--- src/rtl/fbu_pkg.sv ---
package fbu_pkg;
  localparam int WORD_W = 32;
  localparam int CNT_W  = 5;
  localparam int RGB_W  = 24;

  typedef enum logic [2:0] {
    FMT_IDX  = 3'd0,
    FMT_5551 = 3'd1,
    FMT_565  = 3'd2,
    FMT_444  = 3'd3,
    FMT_888  = 3'd4
  } pix_fmt_e;

  typedef enum logic [1:0] {
    ORD_LL = 2'd0,
    ORD_BB = 2'd1,
    ORD_LB = 2'd2
  } ord_e;

  typedef struct packed {
    logic [2:0] wlog;   // log2 of bits per pixel
    pix_fmt_e   fmt;
    ord_e       ord;
    logic       swap;   // 1: f0 lands in the top output byte
  } dec_cfg_t;
endpackage

--- src/rtl/fbu_mode_decode.sv ---
module fbu_mode_decode
  import fbu_pkg::*;
#(
  parameter int COL_W    = 12,
  parameter int EXTENDED = 1
) (
  input  logic [2:0]       mode_sel,
  input  logic             bgr_sel,
  input  logic             be_byte,
  input  logic             be_pix,
  input  logic [1:0]       fmt16_mux,
  input  logic [COL_W-1:0] cols,
  output dec_cfg_t         cfg,
  output logic [COL_W+1:0] line_bytes
);
  localparam bit EXT = (EXTENDED != 0);

  always_comb begin
    cfg.swap = ~bgr_sel;
    cfg.ord  = be_byte ? ORD_BB : (be_pix ? ORD_LB : ORD_LL);
    cfg.wlog = 3'd4;
    cfg.fmt  = FMT_565;
    case (mode_sel)
      3'd0, 3'd1, 3'd2, 3'd3: begin
        cfg.wlog = mode_sel;
        cfg.fmt  = FMT_IDX;
      end
      3'd5: begin
        cfg.wlog = 3'd5;
        cfg.fmt  = FMT_888;
      end
      default: begin
        if (EXT) begin
          if (mode_sel == 3'd6)      cfg.fmt = FMT_565;
          else if (mode_sel == 3'd7) cfg.fmt = FMT_444;
          else                       cfg.fmt = FMT_5551;
        end else begin
          case (fmt16_mux)
            2'd1:    cfg.fmt = FMT_5551;
            2'd3: begin
              cfg.fmt  = FMT_565;
              cfg.swap = 1'b0;
            end
            default: cfg.fmt = FMT_565;
          endcase
        end
      end
    endcase
  end

  logic [COL_W+1:0] cols_w;
  assign cols_w = {2'b00, cols};

  always_comb begin
    if (cfg.wlog < 3'd3) line_bytes = cols_w >> (3'd3 - cfg.wlog);
    else                 line_bytes = cols_w << (cfg.wlog - 3'd3);
  end
endmodule

--- src/rtl/fbu_slot_select.sv ---
module fbu_slot_select
  import fbu_pkg::*;
(
  input  logic [WORD_W-1:0] word,
  input  logic [CNT_W-1:0]  cnt,
  input  logic [2:0]        wlog,
  input  ord_e              ord,
  output logic [WORD_W-1:0] raw
);
  logic [CNT_W:0]   npix;
  logic [CNT_W-1:0] flip, slot, sh;

  assign npix = (CNT_W+1)'(WORD_W) >> wlog;

  always_comb begin
    case (ord)
      ORD_BB:  flip = CNT_W'(npix - 1'b1);
      ORD_LB:  flip = (wlog < 3'd3) ? CNT_W'((4'd8 >> wlog) - 4'd1) : '0;
      default: flip = '0;
    endcase
  end

  assign slot = cnt ^ flip;
  assign sh   = slot << wlog;
  assign raw  = word >> sh;
endmodule

--- src/rtl/fbu_color_expand.sv ---
module fbu_color_expand
  import fbu_pkg::*;
(
  input  logic [WORD_W-1:0] raw,
  input  logic [2:0]        wlog,
  input  pix_fmt_e          fmt,
  input  logic              swap,
  input  logic [RGB_W-1:0]  pal_rgb,
  output logic [7:0]        pal_idx,
  output logic [RGB_W-1:0]  rgb
);
  logic [7:0] mask;
  logic [7:0] f0, f1, f2;

  always_comb begin
    case (wlog)
      3'd0:    mask = 8'h01;
      3'd1:    mask = 8'h03;
      3'd2:    mask = 8'h0F;
      default: mask = 8'hFF;
    endcase
  end

  assign pal_idx = (fmt == FMT_IDX) ? (raw[7:0] & mask) : 8'h00;

  always_comb begin
    case (fmt)
      FMT_IDX: {f2, f1, f0} = pal_rgb;
      FMT_5551: begin
        f0 = {raw[4:0],   3'b000};
        f1 = {raw[9:5],   3'b000};
        f2 = {raw[14:10], 3'b000};
      end
      FMT_565: begin
        f0 = {raw[4:0],   3'b000};
        f1 = {raw[10:5],  2'b00};
        f2 = {raw[15:11], 3'b000};
      end
      FMT_444: begin
        f0 = {raw[3:0],  4'h0};
        f1 = {raw[7:4],  4'h0};
        f2 = {raw[11:8], 4'h0};
      end
      default: begin
        f0 = raw[7:0];
        f1 = raw[15:8];
        f2 = raw[23:16];
      end
    endcase
  end

  assign rgb = swap ? {f0, f1, f2} : {f2, f1, f0};
endmodule

--- src/rtl/fb_pixel_unpacker.sv ---
module fb_pixel_unpacker
  import fbu_pkg::*;
#(
  parameter int COL_W    = 12,
  parameter int EXTENDED = 1
) (
  input  logic              clk,
  input  logic              rst_n,
  input  logic [2:0]        mode_sel,
  input  logic              bgr_sel,
  input  logic              be_byte,
  input  logic              be_pix,
  input  logic [1:0]        fmt16_mux,
  input  logic [COL_W-1:0]  cols,
  output logic [COL_W+1:0]  line_bytes,
  input  logic              in_valid,
  output logic              in_ready,
  input  logic [WORD_W-1:0] in_word,
  output logic              out_valid,
  input  logic              out_ready,
  output logic [RGB_W-1:0]  out_rgb,
  output logic [7:0]        pal_idx,
  input  logic [RGB_W-1:0]  pal_rgb
);
  dec_cfg_t          cfg_d, cfg_q;
  logic              busy;
  logic [WORD_W-1:0] word_q;
  logic [CNT_W-1:0]  cnt, last_idx;
  logic [WORD_W-1:0] raw_px;
  logic              last, accept, fire;

  fbu_mode_decode #(.COL_W(COL_W), .EXTENDED(EXTENDED)) u_dec (
    .mode_sel(mode_sel), .bgr_sel(bgr_sel), .be_byte(be_byte), .be_pix(be_pix),
    .fmt16_mux(fmt16_mux), .cols(cols), .cfg(cfg_d), .line_bytes(line_bytes)
  );

  fbu_slot_select u_sel (
    .word(word_q), .cnt(cnt), .wlog(cfg_q.wlog), .ord(cfg_q.ord), .raw(raw_px)
  );

  fbu_color_expand u_exp (
    .raw(raw_px), .wlog(cfg_q.wlog), .fmt(cfg_q.fmt), .swap(cfg_q.swap),
    .pal_rgb(pal_rgb), .pal_idx(pal_idx), .rgb(out_rgb)
  );

  assign last_idx  = CNT_W'(((CNT_W+1)'(WORD_W) >> cfg_q.wlog) - 1'b1);
  assign last      = (cnt == last_idx);
  assign out_valid = busy;
  assign fire      = busy && out_ready;
  assign in_ready  = !busy || (out_ready && last);
  assign accept    = in_valid && in_ready;

  always_ff @(posedge clk) begin
    if (!rst_n) begin
      busy   <= 1'b0;
      cnt    <= '0;
      word_q <= '0;
      cfg_q  <= '0;
    end else if (accept) begin
      busy   <= 1'b1;
      cnt    <= '0;
      word_q <= in_word;
      cfg_q  <= cfg_d;
    end else if (fire) begin
      if (last) busy <= 1'b0;
      else      cnt  <= cnt + 1'b1;
    end
  end

  AST_CNT_BOUND: assert property (@(posedge clk) disable iff (!rst_n)
    out_valid |-> cnt <= last_idx);
  AST_FRESH_WORD: assert property (@(posedge clk) disable iff (!rst_n)
    (in_valid && in_ready) |=> (out_valid && cnt == '0));
  AST_STALL_HOLD: assert property (@(posedge clk) disable iff (!rst_n)
    (out_valid && !out_ready) |=> (out_valid && $stable(pal_idx) && $stable(raw_px)));
  AST_NO_EARLY_TAKE: assert property (@(posedge clk) disable iff (!rst_n)
    (in_valid && in_ready && out_valid) |-> (out_ready && cnt == last_idx));
  AST_WIDE_LINE: assert property (@(posedge clk) disable iff (!rst_n)
    (cfg_d.wlog == 3'd5) |-> (line_bytes[1:0] == 2'b00));
  AST_ONE_BIT_IDX: assert property (@(posedge clk) disable iff (!rst_n)
    (out_valid && cfg_q.fmt == FMT_IDX && cfg_q.wlog == 3'd0) |-> (pal_idx[7:1] == 7'd0));
endmodule

--- config.mk ---
export PLATFORM = sky130hd
export DESIGN_NAME = fb_pixel_unpacker
export DESIGN_NICKNAME = d
export VERILOG_FILES = /design/src/rtl/fbu_pkg.sv /design/src/rtl/fbu_mode_decode.sv /design/src/rtl/fbu_slot_select.sv /design/src/rtl/fbu_color_expand.sv /design/src/rtl/fb_pixel_unpacker.sv
export SDC_FILE = /design/constraint.sdc
export NUM_CORES = 1
export LEC_CHECK = 0
export CORE_ASPECT_RATIO = 1.1
export CORE_UTILIZATION = 48
export DETAILED_ROUTE_END_ITERATION = 10
export DONT_BUFFER_PORTS = 1
export PLACE_DENSITY_LB_ADDON = 0.08
export SYNTH_ARGS = -nofsm -noshare
export SYNTH_HDL_FRONTEND = slang
export SYNTH_HIERARCHICAL = 1
export SYNTH_SLANG_ARGS = --single-unit
--- constraint.sdc ---
create_clock -name clk -period 9.55 [get_ports clk]
set_input_delay 1.4325 -clock clk [delete_from_list [all_inputs] [get_ports clk]]
set_output_delay 1.4325 -clock clk [all_outputs]
set_load 0.05 [all_outputs]
==> results of run 1 <==
-- placed cells by master, fill, tap and decap left out, types with 3 or more instances in the layout --
| cell type | instances |
|---|---|
| a211oi_1 | 7 |
| a21oi_1 | 28 |
| a22o_1 | 6 |
| a22oi_1 | 8 |
| a31oi_1 | 9 |
| and2_1 | 14 |
| and3b_1 | 3 |
| buf_4 | 10 |
| clkbuf_16 | 5 |
| clkinv_1 | 3 |
| dfxtp_1 | 47 |
| ha_1 | 7 |
| inv_1 | 12 |
| mux2_2 | 31 |
| mux2_4 | 3 |
| mux2i_1 | 136 |
| mux4_1 | 4 |
| mux4_2 | 15 |
| nand2_1 | 125 |
| nand3_1 | 15 |
| nand3b_1 | 4 |
| nor2_1 | 23 |
| nor2b_1 | 13 |
| nor3_1 | 9 |
| nor3b_1 | 7 |
| nor4b_1 | 4 |
| o211ai_1 | 10 |
| o21a_1 | 6 |
| o21ai_0 | 24 |
| o21ai_1 | 12 |
| o22ai_1 | 6 |
| o31ai_2 | 3 |
| or3_1 | 7 |
| xnor2_1 | 5 |
| xor2_1 | 5 |
-- metrics by stage --
step	hold slack [ns]	std cells
after CTS	0.482	852
after detailed placement	0.470	844
after global routing	0.498	852
final	0.474	852
after floorplan	0.435	737
after global placement	0.465	844
-- layout make-up --
cell class	instances	area (um2)
Sequential cell	47	941
Inverter	16	60.1
Clock inverter	2	12.5
Timing Repair Buffer	10	75.1
Multi-Input combinational cell	614	4810
Tap cell	157	196
Fill cell	1253	6360
Clock buffer	6	129
-- power by group --
| part | internal, mW | switching [mW] |
|---|---|---|
| clock network | 0.0966 | 0.0725 |
| registers | 0.207 | 0.0188 |
| logic | 0.115 | 0.224 |
-- worst max-delay path: cells and delay by family, from the launching register on --
| family | cells | cell delay (ns) |
|---|---|---|
| mux | 5 | 2.20 |
| flops | 1 | 0.83 |
| buf+inv | 1 | 0.25 |
| compound gates | 4 | 1.20 |
| fa+ha+maj | 1 | 0.20 |
| simple gates | 3 | 0.48 |
-- final timing paths --
check,from,slack [ns],depth (start not counted),to
max,cfg_q[7]$_SDFFE_PN0P_,2.65,14,out_rgb[7]
min,word_q[0]$_SDFFE_PN0P_,0.47,2,word_q[0]$_SDFFE_PN0P_
max reg2reg,cfg_q[7]$_SDFFE_PN0P_,6.48,8,word_q[19]$_SDFFE_PN0P_
min reg2reg,word_q[0]$_SDFFE_PN0P_,0.47,2,word_q[0]$_SDFFE_PN0P_
-- metal layers --
metal	part of all wire	global-route usage	vias to the layer above	wire length [um]
li1	-	-	2626	-
met1	0.46	0.319	2551	7440
met5	0	0	-	0
met4	0.016	0.0617	0	258
met2	0.46	0.398	174	7450
met3	0.059	0.0405	19	947
-- sequential cells by signal, indices dropped and copies added (netlist names) --
signal	flops
cfg_q	9
word_q	32
out_valid	1
cnt	5
==> qor.csv, run 1 <==
stage,metric,value,unit
status,status,finished clean,
worst_setup_path,crit_required,8.12,ns
timing,fmax,145,MHz
floorplanning,die_width,110,um
floorplanning,start_util,0.493,
route,wire_per_inst,18.9,um
route,drt_pass1_iterations,5,
cells_and_area,num-nets-final,781,
timing,worst_slack,2.65,ns
clocking,numClockSinks,47,
grt,grt_pass1_vias,5145,
worst_setup_path,path_cells,inv_1 -> nand3_1 -> ha_1 -> nor3b_1 -> mux2_4 -> nor3b_2 -> o21ai_0 -> a21oi_2 -> mux2_2 -> mux2i_1 -> mux2i_1 -> a22oi_1 -> o21ai_0 -> mux2i_1,
worst_hold_path,min_path_type,flip-flop to flip-flop,
clocking,clkTransAtPathRegs,0.07,ns
clocking,cts-resized-gates,0,
place,portBuffers,0,
cells_and_area,utilization,0.495,
route,drt_iter0_drc,303,
place,dp_hpwl,12.2,mm
logic_synthesis,yosysWarnings,6,
floorplanning,io_pins,128,
floorplanning,dieArea,0.0134,mm2
pwr,vdd_ir_drop_max,0.104,mV
route,via_per_inst,6.30,
floorplanning,rows,43,
clocking,clock_latency,0.29,ns
route,ant_nets,0,
grt,grt.total_usage,0.239,
floorplanning,die_h,121,um
timing,skew,0.0110,ns
grt,grt_pass1_wl,26.4,mm
worst_setup_path,cp-end-kind,output pin,
run,cap_violations,0,
logic_synthesis,synth.avg_cell_area,8.42,um2
worst_setup_path,worst-setup-path-type,flip-flop to output pin,
clocking,post_cts.repair.setup_buffers,0,
grt,grt_max_degree,85,
clocking,postCtsHoldBufs,0,
grt,antenna_found_initial,0,
logic_synthesis,synth_area,0.00621,mm2
cells_and_area,fin_area,0.00623,mm2
floorplanning,core_area,0.0126,mm2
timing,rsz0062_at_grt,no,
timing,finalCriticalPeriod,6.90,ns
timing,hold_violations,0,
route,route.detailed.drc,0,
place,place_congestion,0.886,
pwr,power.total,0.733,mW
grt,grt-ovfl-total,0,
route,via_count,5370,
clocking,cts_tree,yes,
clocking,root_buffer,clkbuf_16,
timing,slew_violations,0,
cells_and_area,area_growth,0.302,%
timing,relSlewSlack,0.244,
logic_synthesis,syn_inst,737,
cells_and_area,drive_gt1_frac,0.141,
place,place_ws,3.03,ns
clocking,cts_max_path_buffers,2,
place,place_area,0.00609,mm2
pwr,power_density,118,mW/mm2
timing,tightest_slew,1.10,ns
route,drt-total-wl,16.1,mm
logic_synthesis,syn-num-nets,824,
timing,setup_viol,0,
cells_and_area,diodes,0,
worst_setup_path,crit_top_cell,mux2i_1,
clocking,cts_buffers,5,
worst_setup_path,worstPathArrival,5.46,ns
worst_setup_path,critPathLaunchType,flip-flop,
worst_setup_path,critical-path-max-stage-delay,0.85,ns
worst_setup_path,cp_max_fo,22,
worst_setup_path,slowest_stage,mux2i_1,
timing,finalCritPeriodShare,0.722,
timing,tns,0,ns
pwr,cellLeakagePower,2.39,nW
clocking,h-tree-depth,2,
(Power assumes the default switching activity.)
==> run 2, diff against run 1 <==
==> constraint.sdc (replaced) <==
create_clock -name clk -period 6.9 [get_ports clk]
set_input_delay 1.035 -clock clk [delete_from_list [all_inputs] [get_ports clk]]
set_output_delay 1.035 -clock clk [all_outputs]
set_load 0.05 [all_outputs]
==> run 2 against run 1 <==
  * Die area unchanged
  * Critical path type unchanged
  * Final cell count rose by 1.5%
  * Combinational power increased by 43%
  * Sequential share of layout area down 0.26 points
  * Highest routed layer unchanged
  * Non-clock buffer count increased by 14
==> qor.csv, run 2 (synthesis gave the netlist of run 1 again) <==
stage,metric,value,unit
status,status,finished clean,
pwr,p_int,0.599,mW
worst_setup_path,critPathLaunchType,flip-flop,
route,route.detailed.drc,0,
worst_setup_path,worst-setup-path-type,flip-flop to output pin,
clocking,cts_buffers,5,
grt,grt_pass1_vias,5236,
timing,setup_viol,0,
clocking,h-tree-depth,2,
worst_hold_path,min_path_type,flip-flop to flip-flop,
clocking,clock_latency,0.29,ns
pwr,power.total,1.04,mW
cells_and_area,layout.cells.most_common,mux2i_1,
floorplanning,die_width,110,um
cells_and_area,largest_reg_flops,32,
timing,rsz0062_at_grt,no,
floorplanning,dieArea,0.0134,mm2
worst_hold_path,min_from,word_q[0]$_SDFFE_PN0P_,
worst_hold_path,worstHoldEndpoint,word_q[0]$_SDFFE_PN0P_,
clocking,clkTransAtPathRegs,0.06,ns
timing,slew_violations,0,
timing,skew,0.00547,ns
timing,tightest_slew,1.11,ns
pwr,vdd_ir_drop_max,0.0994,mV
worst_setup_path,crit_required,5.86,ns
pwr,power_frac_seq,0.300,
route,ant_nets,0,
pwr,combPwrFrac,0.468,
clocking,postCtsHoldBufs,0,
cells_and_area,diodes,0,
cells_and_area,layout_common_cells,"136 x mux2i_1, 125 x nand2_1, 47 x dfxtp_1, 31 x mux2_2, 28 x a21oi_1",
route,via_per_inst,6.33,
route,wire_per_inst,18.6,um
route,drt_pass1_iterations,5,
worst_setup_path,r2r_cells,9,
cells_and_area,regMostFlops,word_q,
place,portBuffers,0,
worst_setup_path,worstPathArrival,5.28,ns
run,cap_violations,0,
worst_setup_path,reg2reg_to,word_q[9]$_SDFFE_PN0P_,
grt,grt.total_usage,0.240,
clocking,cts-resized-gates,0,
timing,hold_violations,0,
floorplanning,die_h,121,um
cells_and_area,top_regs,"word_q (32), cfg_q (9), cnt (5)",
grt,grt_pass1_wl,26.6,mm
cells_and_area,fillCellCount,1234,
clocking,post_cts.repair.setup_buffers,0,
floorplanning,core_area,0.0126,mm2
grt,grt_max_degree,85,
timing,relSlewSlack,0.273,
clocking,numClockSinks,47,
pwr,clkPwrFrac,0.232,
pwr,p_sw,0.437,mW
timing,tns,0,ns
pwr,cellLeakagePower,2.46,nW
worst_setup_path,r2r_slack,3.92,ns
worst_setup_path,cp-end-kind,output pin,
worst_setup_path,cp_max_fo,19,
floorplanning,rows,43,
floorplanning,start_util,0.493,
route,drt_iter0_drc,328,
clocking,root_buffer,clkbuf_16,
timing,finalCriticalPeriod,6.32,ns
place,place_congestion,0.896,
floorplanning,io_pins,128,
clocking,cts_tree,yes,
route,drt-total-wl,16.1,mm
grt,antenna_found_initial,0,
worst_hold_path,hold_depth,2,
worst_setup_path,r2r_start,cfg_q[7]$_SDFFE_PN0P_,
grt,grt-ovfl-total,0,
clocking,cts_max_path_buffers,2,
pwr,power_density,163,mW/mm2
cells_and_area,drive_gt1_frac,0.158,
route,via_count,5472,
place,dp_hpwl,12.3,mm
cells_and_area,area_growth,2.04,%
pwr,p_sw_frac,0.422,
cells_and_area,num-nets-final,795,
timing,finalCritPeriodShare,0.916,
timing,fmax,158,MHz
run 2: per-stage QoR:
stage,hold slack (ns),std cells,area [um2],utilization,setup WS [ns]
after detailed placement,0.469,858,6190,0.492,0.884
after floorplan,0.435,737,6210,-,1.42
after global placement,0.462,858,6190,0.492,1.05
after CTS,0.478,865,6330,0.503,0.596
after global routing,0.500,865,6330,0.503,0.189
final,0.468,865,6330,0.503,0.581
run 2: worst max-delay path by stage:
| stage | depth (start not counted) | slack, ns | start | endpoint |
|---|---|---|---|---|
| 6_report | 17 | 0.58 | cfg_q[6]$_SDFFE_PN0P_ | out_rgb[22] |
| 5_1_grt | 17 | 0.19 | cfg_q[6]$_SDFFE_PN0P_ | out_rgb[22] |
| 4_1_cts | 17 | 0.60 | cfg_q[6]$_SDFFE_PN0P_ | out_rgb[6] |
| 3_5_place_dp | 17 | 0.88 | cfg_q[6]$_SDFFE_PN0P_ | out_rgb[6] |
| 3_3_place_gp | 14 | 1.05 | cfg_q[6]$_SDFFE_PN0P_ | out_rgb[21] |
| 2_1_floorplan | 17 | 1.42 | cfg_q[8]$_SDFFE_PN0P_ | out_rgb[6] |
run 2: power groups by stage:
stage	Clock [mW]	Combinational, mW	Sequential [mW]
finish	0.240	0.484	0.311
global route	0.258	0.519	0.314
CTS	0.247	0.483	0.311
detailed placement	0	0.481	0.317
global placement	0	0.475	0.316
floorplan	0	0.425	0.306
run 2: final cells by class:
type | instances | area [um2] | share of cell area
Multi-Input combinational cell | 614 | 4810 | 0.760
Inverter | 16 | 60.1 | 0.00948
Clock inverter | 1 | 5.00 | 0.000790
Clock buffer | 6 | 139 | 0.0219
Timing Repair Buffer | 24 | 180 | 0.0284
Tap cell | 157 | 196 | 0.0310
Sequential cell | 47 | 941 | 0.149
run 2: metal layers:
layer  global-route usage  part of all wire
met1                0.318              0.45
met2                0.406              0.48
met3               0.0330             0.059
met4               0.0708             0.016
met5                    0                 0
run 2: worst max-delay path, stage by stage (launching register included):
cell and delay (ns):
dfxtp_1 0.75, and3b_4 0.34, inv_1 0.05, ha_1 0.30, nor2b_1 0.05, a32oi_1 0.25
nand2_2 0.13, o22ai_2 0.65, buf_4 0.29, mux2i_1 0.26, mux2i_1 0.14, mux2_2 0.30
mux2i_1 0.48, mux2i_1 0.16, nor2_1 0.14, a211oi_1 0.08, a221oi_1 0.35, buf_4 0.27
==> run 3, diff against run 2 <==
--- a/config.mk
+++ b/config.mk
@@ -5,7 +5,6 @@
 export SDC_FILE = /design/constraint.sdc
 export NUM_CORES = 1
 export LEC_CHECK = 0
-export CORE_ASPECT_RATIO = 1.1
 export CORE_UTILIZATION = 48
 export DETAILED_ROUTE_END_ITERATION = 10
 export DONT_BUFFER_PORTS = 1
==> run 3 against run 2 <==
  * Sequential share of layout area about the same
  * Fmax up 1.1%
  * Clock power up 6%
  * Die area about the same
==> qor.csv, run 3 (synthesis gave the netlist of run 1 again) <==
stage,metric,value,unit
place,portBuffers,0,
pwr,power_density,165,mW/mm2
worst_hold_path,worstHoldEndpoint,cfg_q[3]$_SDFFE_PN0P_,
route,route.detailed.drc,0,
cells_and_area,largest_reg_flops,32,
cells_and_area,diodes,0,
timing,tightest_slew,1.12,ns
pwr,vdd_ir_drop_max,0.119,mV
clocking,clock_latency,0.29,ns
place,place_congestion,0.922,
pwr,cellLeakagePower,2.45,nW
cells_and_area,area_growth,2.36,%
cells_and_area,layout_common_cells,"136 x mux2i_1, 125 x nand2_1, 47 x dfxtp_1, 31 x mux2_2, 28 x a21oi_1",
timing,tns,0,ns
timing,relSlewSlack,0.267,
clocking,cts_tree,yes,
clocking,postCtsHoldBufs,0,
worst_setup_path,cp_num_cells,15,
worst_setup_path,path_delay_family,multiplexers,
route,via_per_inst,6.17,
worst_setup_path,reg2reg_to,word_q[24]$_SDFFE_PN0P_,
clocking,numClockSinks,47,
status,status,finished clean,
worst_setup_path,r2r_cells,8,
floorplanning,die_h,116,um
grt,grt_pass1_vias,4944,
worst_setup_path,worst-setup-path-type,flip-flop to output pin,
timing,hold_slack,0.463,ns
timing,skew,0.00623,ns
clocking,h-tree-depth,2,
worst_setup_path,r2r_slack,3.86,ns
cells_and_area,ff_latch_area,941,um2
cells_and_area,regMostFlops,word_q,
grt,grt.total_usage,0.235,
worst_setup_path,worstPathArrival,5.21,ns
worst_setup_path,crit_buf_inv,1,
clocking,cts-resized-gates,0,
timing,slew_violations,0,
cells_and_area,fillCellCount,1288,
clocking,clkTransAtPathRegs,0.06,ns
timing,finalCriticalPeriod,6.25,ns
clocking,root_buffer,clkbuf_16,
clocking,post_cts.repair.setup_buffers,0,
clocking,cts_buffers,5,
cells_and_area,layout.cells.most_common,mux2i_1,
timing,fmax,160,MHz
place,dp_hpwl,12.2,mm
route,via_count,5420,
timing,rsz0062_at_grt,no,
route,wire_per_inst,18.1,um
worst_setup_path,critPathLaunchType,flip-flop,
worst_hold_path,hold_depth,2,
cells_and_area,multiInputGateArea,0.00481,mm2
run,cap_violations,0,
grt,grt_max_degree,85,
floorplanning,core_area,0.0126,mm2
timing,hold_violations,0,
route,drt_pass1_iterations,4,
route,drt_iter0_drc,301,
floorplanning,rows,41,
pwr,power.total,1.05,mW
worst_setup_path,cp-end-kind,output pin,
route,drt-total-wl,15.9,mm
worst_hold_path,min_path_type,flip-flop to flip-flop,
worst_setup_path,r2r_start,cfg_q[7]$_SDFFE_PN0P_,
clocking,cts_max_path_buffers,2,
worst_hold_path,min_from,cfg_q[3]$_SDFFE_PN0P_,
floorplanning,io_pins,128,
worst_setup_path,critical-path-max-stage-delay,0.82,ns
worst_setup_path,path_cells,and3b_4 -> inv_1 -> ha_1 -> a21oi_1 -> a211o_2 -> nand2_2 -> o22a_2 -> mux2_1 -> mux4_2 -> nand2b_4 -> o31ai_1 -> nand2b_1 -> o211ai_1 -> o21ai_0 -> mux4_1,
timing,setup_viol,0,
floorplanning,die_width,116,um
worst_setup_path,crit_required,5.86,ns
worst_setup_path,cp_max_fo,23,
cells_and_area,num-nets-final,793,
worst_setup_path,slowest_stage,dfxtp_1,
route,ant_nets,0,
cells_and_area,drive_gt1_frac,0.157,
grt,grt-ovfl-total,0,
grt,antenna_found_initial,0,
cells_and_area,top_regs,"word_q (32), cfg_q (9), cnt (5)",
floorplanning,start_util,0.492,
timing,finalCritPeriodShare,0.905,
grt,grt_pass1_wl,25.1,mm
floorplanning,dieArea,0.0134,mm2
-- run 3: tightest hold or removal path: cells and delay by family, from the launching register on --
| kind | cells | cell delay (ns) |
|---|---|---|
| multiplexers | 1 | 0.06 |
| flip-flops | 1 | 0.31 |
| AND/OR/NAND/NOR | 1 | 0.05 |
-- run 3: worst max path at each step --
| stage | from | endpoint | slack (ns) |
|---|---|---|---|
| detailed placement | cfg_q[7]$_SDFFE_PN0P_ | out_rgb[5] | 0.99 |
| floorplan | cfg_q[8]$_SDFFE_PN0P_ | out_rgb[6] | 1.42 |
| finish | cfg_q[7]$_SDFFE_PN0P_ | out_rgb[5] | 0.65 |
| CTS | cfg_q[7]$_SDFFE_PN0P_ | out_rgb[5] | 0.66 |
| global placement | cfg_q[7]$_SDFFE_PN0P_ | out_rgb[5] | 1.05 |
| global route | cfg_q[7]$_SDFFE_PN0P_ | out_rgb[5] | 0.37 |
-- run 3: power by group --
part | switching [mW] | internal [mW] | total [mW]
Sequential | 0.0244 | 0.287 | 0.311
Combinational | 0.314 | 0.170 | 0.484
Clock | 0.100 | 0.154 | 0.254
Total | 0.438 | 0.611 | 1.05
-- run 3: routing by layer --
layer / up-vias / GRT usage / share of wire
met5: - / 0 / 0
met4: 0 / 0.0530 / 0.011
li1: 2646 / - / -
met3: 13 / 0.0366 / 0.070
met1: 2571 / 0.331 / 0.48
met2: 190 / 0.376 / 0.44
-- run 3: layout make-up --
class                           instances  area share
Timing Repair Buffer                   22      0.0260
Sequential cell                        47       0.148
Clock buffer                            7      0.0240
Clock inverter                          1     0.00118
Inverter                               16     0.00945
Multi-Input combinational cell        614       0.757
Tap cell                              172      0.0339
-- run 3: stage by stage --
| step | std cells | setup WS, ns | util | cell area (um2) |
|---|---|---|---|---|
| 2_1_floorplan | 737 | 1.42 | - | 6210 |
| 3_3_place_gp | 871 | 1.05 | 0.491 | 6190 |
| 3_5_place_dp | 871 | 0.987 | 0.491 | 6190 |
| 4_1_cts | 879 | 0.665 | 0.504 | 6350 |
| 5_1_grt | 879 | 0.372 | 0.504 | 6350 |
| 6_report | 879 | 0.653 | 0.504 | 6350 |
